### config.mk
export PLATFORM = sky130hd
export DESIGN_NAME = dws_serializer
export DESIGN_NICKNAME = d
export VERILOG_FILES = /design/src/rtl/dws_pkg.sv /design/src/rtl/dws_bit_counter.sv /design/src/rtl/dws_word_latch.sv /design/src/rtl/dws_shifter.sv /design/src/rtl/dws_line_ctl.sv /design/src/rtl/dws_serializer.sv
export SDC_FILE = /design/constraint.sdc
export NUM_CORES = 1
export LEC_CHECK = 0
export CAP_MARGIN = 30
export CELL_PAD_IN_SITES_DETAIL_PLACEMENT = 0
export CELL_PAD_IN_SITES_GLOBAL_PLACEMENT = 2
export CORE_AREA = 2 2 92 68
export DETAILED_ROUTE_END_ITERATION = 12
export DIE_AREA = 0 0 94 70
export PLACE_DENSITY = 0.92
export SLEW_MARGIN = 20
export SYNTH_ARGS = -nofsm -noshare
export SYNTH_HDL_FRONTEND = slang
export SYNTH_SLANG_ARGS = --single-unit
export TNS_END_PERCENT = 10
### constraint.sdc
create_clock -name clk -period 2.6 [get_ports clk]
set_input_delay 0.39 -clock clk [delete_from_list [all_inputs] [get_ports clk]]
set_output_delay 0.39 -clock clk [all_outputs]
set_load 0.03 [all_outputs]
### src/rtl/dws_pkg.sv
package dws_pkg;
   typedef enum logic [1:0] {
      LINE_LOW  = 2'b00,
      LINE_HIGH = 2'b01,
      LINE_DATA = 2'b10,
      LINE_DAT2 = 2'b11
   } line_mode_e;

   function automatic int unsigned cnt_bits(input int unsigned n);
      return (n <= 2) ? 1 : $clog2(n);
   endfunction
endpackage

### src/rtl/dws_bit_counter.sv
module dws_bit_counter #(
   parameter int unsigned CNT_W = 5
) (
   input  logic             clk,
   input  logic             rst,
   input  logic [CNT_W-1:0] last_idx,
   output logic             wrap
);
   logic [CNT_W-1:0] cnt_q;

   assign wrap = (cnt_q == last_idx);

   always_ff @(posedge clk) begin
      if (rst)       cnt_q <= '0;
      else if (wrap) cnt_q <= '0;
      else           cnt_q <= cnt_q + 1'b1;
   end
endmodule

### src/rtl/dws_word_latch.sv
module dws_word_latch #(
   parameter int unsigned WORD_W = 20
) (
   input  logic              clk,
   input  logic              rst,
   input  logic              load,
   input  logic [WORD_W-1:0] par_data,
   input  logic              width_sel,
   output logic [WORD_W-1:0] hold_data,
   output logic              hold_wide,
   output logic              cur_wide
);
   always_ff @(posedge clk) begin
      if (rst) begin
         hold_data <= '0;
         hold_wide <= 1'b0;
         cur_wide  <= 1'b0;
      end else if (load) begin
         hold_data <= par_data;
         hold_wide <= width_sel;
         cur_wide  <= hold_wide;
      end
   end
endmodule

### src/rtl/dws_shifter.sv
module dws_shifter #(
   parameter int unsigned GROUP_W = 10,
   parameter int unsigned GROUPS  = 2
) (
   input  logic                        clk,
   input  logic                        rst,
   input  logic                        load,
   input  logic [GROUP_W*GROUPS-1:0]   hold_data,
   input  logic                        hold_wide,
   output logic                        bit_out
);
   localparam int unsigned WORD_W = GROUP_W * GROUPS;

   logic [WORD_W-1:0] load_word;
   logic [WORD_W-1:0] sh_q;

   // The narrow word uses the topmost group and starts at the bottom of the register.
   generate
      if (GROUPS == 1) begin : g_single
         assign load_word = hold_data;
      end else begin : g_multi
         logic [WORD_W-1:0] narrow_word;
         assign narrow_word = {{(WORD_W-GROUP_W){1'b0}}, hold_data[WORD_W-1 -: GROUP_W]};
         assign load_word   = hold_wide ? hold_data : narrow_word;
      end
   endgenerate

   always_ff @(posedge clk) begin
      if (rst)       sh_q <= '0;
      else if (load) sh_q <= load_word;
      else           sh_q <= {1'b0, sh_q[WORD_W-1:1]};
   end

   assign bit_out = sh_q[0];
endmodule

### src/rtl/dws_line_ctl.sv
module dws_line_ctl
   import dws_pkg::*;
(
   input  logic [1:0] oe,
   input  logic       data_bit,
   output logic       line
);
   line_mode_e mode;
   assign mode = line_mode_e'(oe);

   always_comb begin
      unique case (mode)
         LINE_LOW:  line = 1'b0;
         LINE_HIGH: line = 1'b1;
         default:   line = data_bit;
      endcase
   end
endmodule

### src/rtl/dws_serializer.sv
module dws_serializer
   import dws_pkg::*;
#(
   parameter int unsigned GROUP_W = 10,
   parameter int unsigned GROUPS  = 2
) (
   input  logic                      clk,
   input  logic                      rst,
   input  logic                      width_sel,
   input  logic [GROUP_W*GROUPS-1:0] par_data,
   input  logic [1:0]                oe,
   output logic                      ser_out,
   output logic                      word_strb
);
   localparam int unsigned WORD_W = GROUP_W * GROUPS;
   localparam int unsigned CNT_W  = cnt_bits(WORD_W);
   localparam logic [CNT_W-1:0] LAST_NARROW = CNT_W'(GROUP_W - 1);
   localparam logic [CNT_W-1:0] LAST_WIDE   = CNT_W'(WORD_W - 1);

   generate
      if (GROUP_W < 2) begin : g_bad_group
         $error("GROUP_W must be at least 2");
      end
      if (GROUPS < 1) begin : g_bad_groups
         $error("GROUPS must be at least 1");
      end
   endgenerate

   logic              wrap;
   logic [WORD_W-1:0] hold_data;
   logic              hold_wide;
   logic              cur_wide;
   logic              data_bit;
   logic [CNT_W-1:0]  last_idx;

   assign last_idx  = cur_wide ? LAST_WIDE : LAST_NARROW;
   assign word_strb = wrap;

   dws_bit_counter #(.CNT_W(CNT_W)) u_cnt (
      .clk      (clk),
      .rst      (rst),
      .last_idx (last_idx),
      .wrap     (wrap)
   );

   dws_word_latch #(.WORD_W(WORD_W)) u_latch (
      .clk       (clk),
      .rst       (rst),
      .load      (wrap),
      .par_data  (par_data),
      .width_sel (width_sel),
      .hold_data (hold_data),
      .hold_wide (hold_wide),
      .cur_wide  (cur_wide)
   );

   dws_shifter #(.GROUP_W(GROUP_W), .GROUPS(GROUPS)) u_shift (
      .clk       (clk),
      .rst       (rst),
      .load      (wrap),
      .hold_data (hold_data),
      .hold_wide (hold_wide),
      .bit_out   (data_bit)
   );

   dws_line_ctl u_line (
      .oe       (oe),
      .data_bit (data_bit),
      .line     (ser_out)
   );
endmodule

==> results.ini <==
[floorplanning]
start_util = 0.349
rows = 24
fp.dieArea_um2 = 6580
die_height_um = 70
die_w_um = 94
io_pins = 27
core_um2 = 5860

[cts]
cts_root_buffer = clkbuf_8
clkTransAtPathRegs_ns = 0.08
numCtsBuffers = 5
cts_setup_buffers = 0
htree_levels = 2
cts_tree = done
clock_latency_ns = 0.29
cts.repair.resized = 0
cts_buffer_depth = 2
hold_buffers = 0
cts_sinks = 47

[logic_synthesis]
synth_edf_count = 0
synth_mux_area_frac = 0.201
syn_area_um2 = 2040
avgSynthCellArea_um2 = 10.0
yosys_most_used_dff = dfxtp_1
yosysWarnings = 0
synth_most_common_cell = nand2_1
synth_fa_ha_area_frac = 0.00612
synth_nets = 230
ys_ff_latch = 47
yosysTopAreaCell = dfxtp_1
synthTopCellsByArea = dfxtp_1 (46%), mux2i_1 (20%), nand2_1 (9.2%)
ys_seq_area_frac = 0.460
synth_top_family_by_area = multiplexers
synth-async-reset-ratio = 0
synth_cells = 204
yosys.area_share.simple = 0.157
synth_compound_area_frac = 0.104
synth_cell_type_count = 27
netlist_top_cells_count = nand2_1 (50), dfxtp_1 (47), mux2i_1 (40)
synth_top_area_frac = 0.460
synth_xor_xnor_area_share = 0.0129

[setup_path]
critPathLaunchType = input pin
cp_slowest_stage_delay_ns = 0.59
cp_common_cell = clkdlybuf4s50_1
reg2regPathDepth = 5
crit_buf_inv = 2
crit_required_ns = 2.21
crit_cells = 3
critical_path.top_delay_family = buffers and inverters
critPathKind = input pin to output pin
crit_slowest_cell = clkdlybuf4s50_1
crit_path_end = ser_out
reg2reg_slack_ns = 0.78
crit_start = oe[1]
r2r-end = u_shift.sh_q[13]$_SDFF_PP0_
cp-end-kind = output pin
arrival_ns = 1.76
timing.rr.start = u_cnt.cnt_q[1]$_SDFF_PP0_
path_cells = clkdlybuf4s50_1 -> mux2_2 -> clkdlybuf4s50_1
path_max_fanout = 1

[route]
num_vias = 1464
wl_per_cell_um = 13.1
drtAntennaViolNets = 0
drt-total-wl_um = 3970
first_pass_iters = 4
post-route-drc-count = 0
avgViaCountPerCell = 4.82
drt-initial-drc-count = 59

[timing]
rsz0062_at_grt = false
period_needed_ns = 2.15
finClkSkew_ns = 0.00209
slew_headroom = 0.781
finalCritPeriodShare = 0.829
setup_viol = 0
fmax_ghz = 0.464
fin_setup_tns_ns = 0
final_max_slew_viol_count = 0
hold_viol = 0
worst_pin_slew_ns = 0.328

[global_route]
grt_pass1_vias = 1396
antenna_found_initial = 0
grt_max_degree = 37
grt_overflow_total = 0
grtUsageTotal = 0.128
grt_pass1_wl_um = 6670

[outcome]
status = finished, final reports clean

[cells_and_area]
layout-drive-gt1-share = 0.0885
layout.nets = 253
fillers = 588
antenna_cells = 0
area_growth_pct = 18.7
post-route-util = 0.415
instances_no_fill = 304

[flow_run]
maxCapViolCount = 0

[min_path]
hold_path_class = register to register
hold_start = u_shift.sh_q[12]$_SDFF_PP0_

[power_and_ir_drop]
leakage_nw = 0.913
p_per_area_nw_per_um2 = 502
ir_drop_uv = 178

[placement]
gp_congestion = 0.689
port_buffers = 26
dp_hpwl_um = 2610
dp.cells = 298

==> layout by cell type, fill, tap and decap left out <==
master | Yosys | routed
nand2_1 | 50 | 50
dfxtp_1 | 47 | 47
mux2i_1 | 40 | 40
clkdlybuf4s50_1 | 0 | 25
nand3_1 | 11 | 11
o211ai_1 | 10 | 10
o211a_1 | 10 | 10
buf_4 | 0 | 6
clkbuf_8 | 0 | 5
nor3_1 | 3 | 3
xor2_1 | 2 | 2
mux2_2 | 1 | 1
nor4b_4 | 1 | 1
and4b_4 | 1 | 1
nor2b_1 | 1 | 1
o21ai_4 | 1 | 1
inv_6 | 1 | 1
inv_2 | 1 | 1
xnor2_1 | 1 | 1
and3_1 | 1 | 1
nor2_1 | 1 | 1
inv_1 | 1 | 1
o2111ai_1 | 1 | 1
o31ai_2 | 1 | 1
nor3_2 | 1 | 1
ha_1 | 1 | 1
clkbuf_1 | 8 | 1
buf_12 | 0 | 1
==> cell type report <==
type | count | area [um2] | area share
clock buffers | 6 | 72.6 | 0.0299
inverters | 3 | 16.3 | 0.00670
multi-input cells | 138 | 985 | 0.406
flip-flops and latches | 47 | 941 | 0.388
well taps | 78 | 97.6 | 0.0402
repair buffers | 32 | 315 | 0.130
==> worst reg2reg max path, delay by kind of cell (launching register included) <==
family | cells | cell delay [ns]
buffers and inverters | 2 | 0.61
DFF | 1 | 0.43
AOI/OAI and AO/OA | 1 | 0.11
and+or+nand+nor | 1 | 0.39
muxes | 1 | 0.22
==> kinds of logic (layout without fill, tap and decap cells) <==
logic type	Yosys count	after routing
DFF	47	47
AOI/OAI and AO/OA	23	23
buffers and inverters	19	41
xor gates and xnor gates	3	3
and+or+nand+nor	70	70
muxes	41	41
adders and majority gates	1	1
==> where the power goes <==
part | switching (mW) | internal (mW) | total (mW)
logic | 0.0388 | 0.0498 | 0.0886
clock network | 0.221 | 0.180 | 0.401
registers | 0.00546 | 0.724 | 0.729
==> stage by stage <==
step | setup WS, ns | total power [mW] | instance area, um2 | hold WS (ns)
final | 0.445 | 1.22 | 2430 | 0.437
after global routing | 0.401 | 1.27 | 2430 | 0.455
after CTS | 0.438 | 1.23 | 2430 | 0.444
after detailed placement | 0.439 | 0.836 | 2350 | 0.429
after global placement | 0.453 | 0.836 | 2350 | 0.426
after floorplan | 1.12 | 0.783 | 2040 | 0.420
==> how the worst min path moves through the flow <==
stage	endpoint	slack, ns	depth (start not counted)
final	u_shift.sh_q[11]$_SDFF_PP0_	0.44	2
after global routing	u_shift.sh_q[11]$_SDFF_PP0_	0.45	2
after CTS	u_shift.sh_q[11]$_SDFF_PP0_	0.44	2
after detailed placement	u_shift.sh_q[15]$_SDFF_PP0_	0.43	2
after global placement	u_shift.sh_q[11]$_SDFF_PP0_	0.43	2
after floorplan	u_shift.sh_q[10]$_SDFF_PP0_	0.42	2
==> routing by layer <==
layer  part of all wire  vias to the layer above  global-route usage
met5                  0                        -                   0
met3              0.051                        4              0.0399
met2               0.41                       31               0.187
met1               0.53                      677               0.186
met4             0.0048                        0              0.0290
li1                   -                      752                   -
==> registers in the layout, indices dropped and copies added (netlist names) <==
register / count
u_cnt.cnt_q: 5
u_latch.hold_wide: 1
u_latch.hold_data: 20
u_shift.sh_q: 20
u_latch.cur_wide: 1
Power figures use the tool's default switching activity.
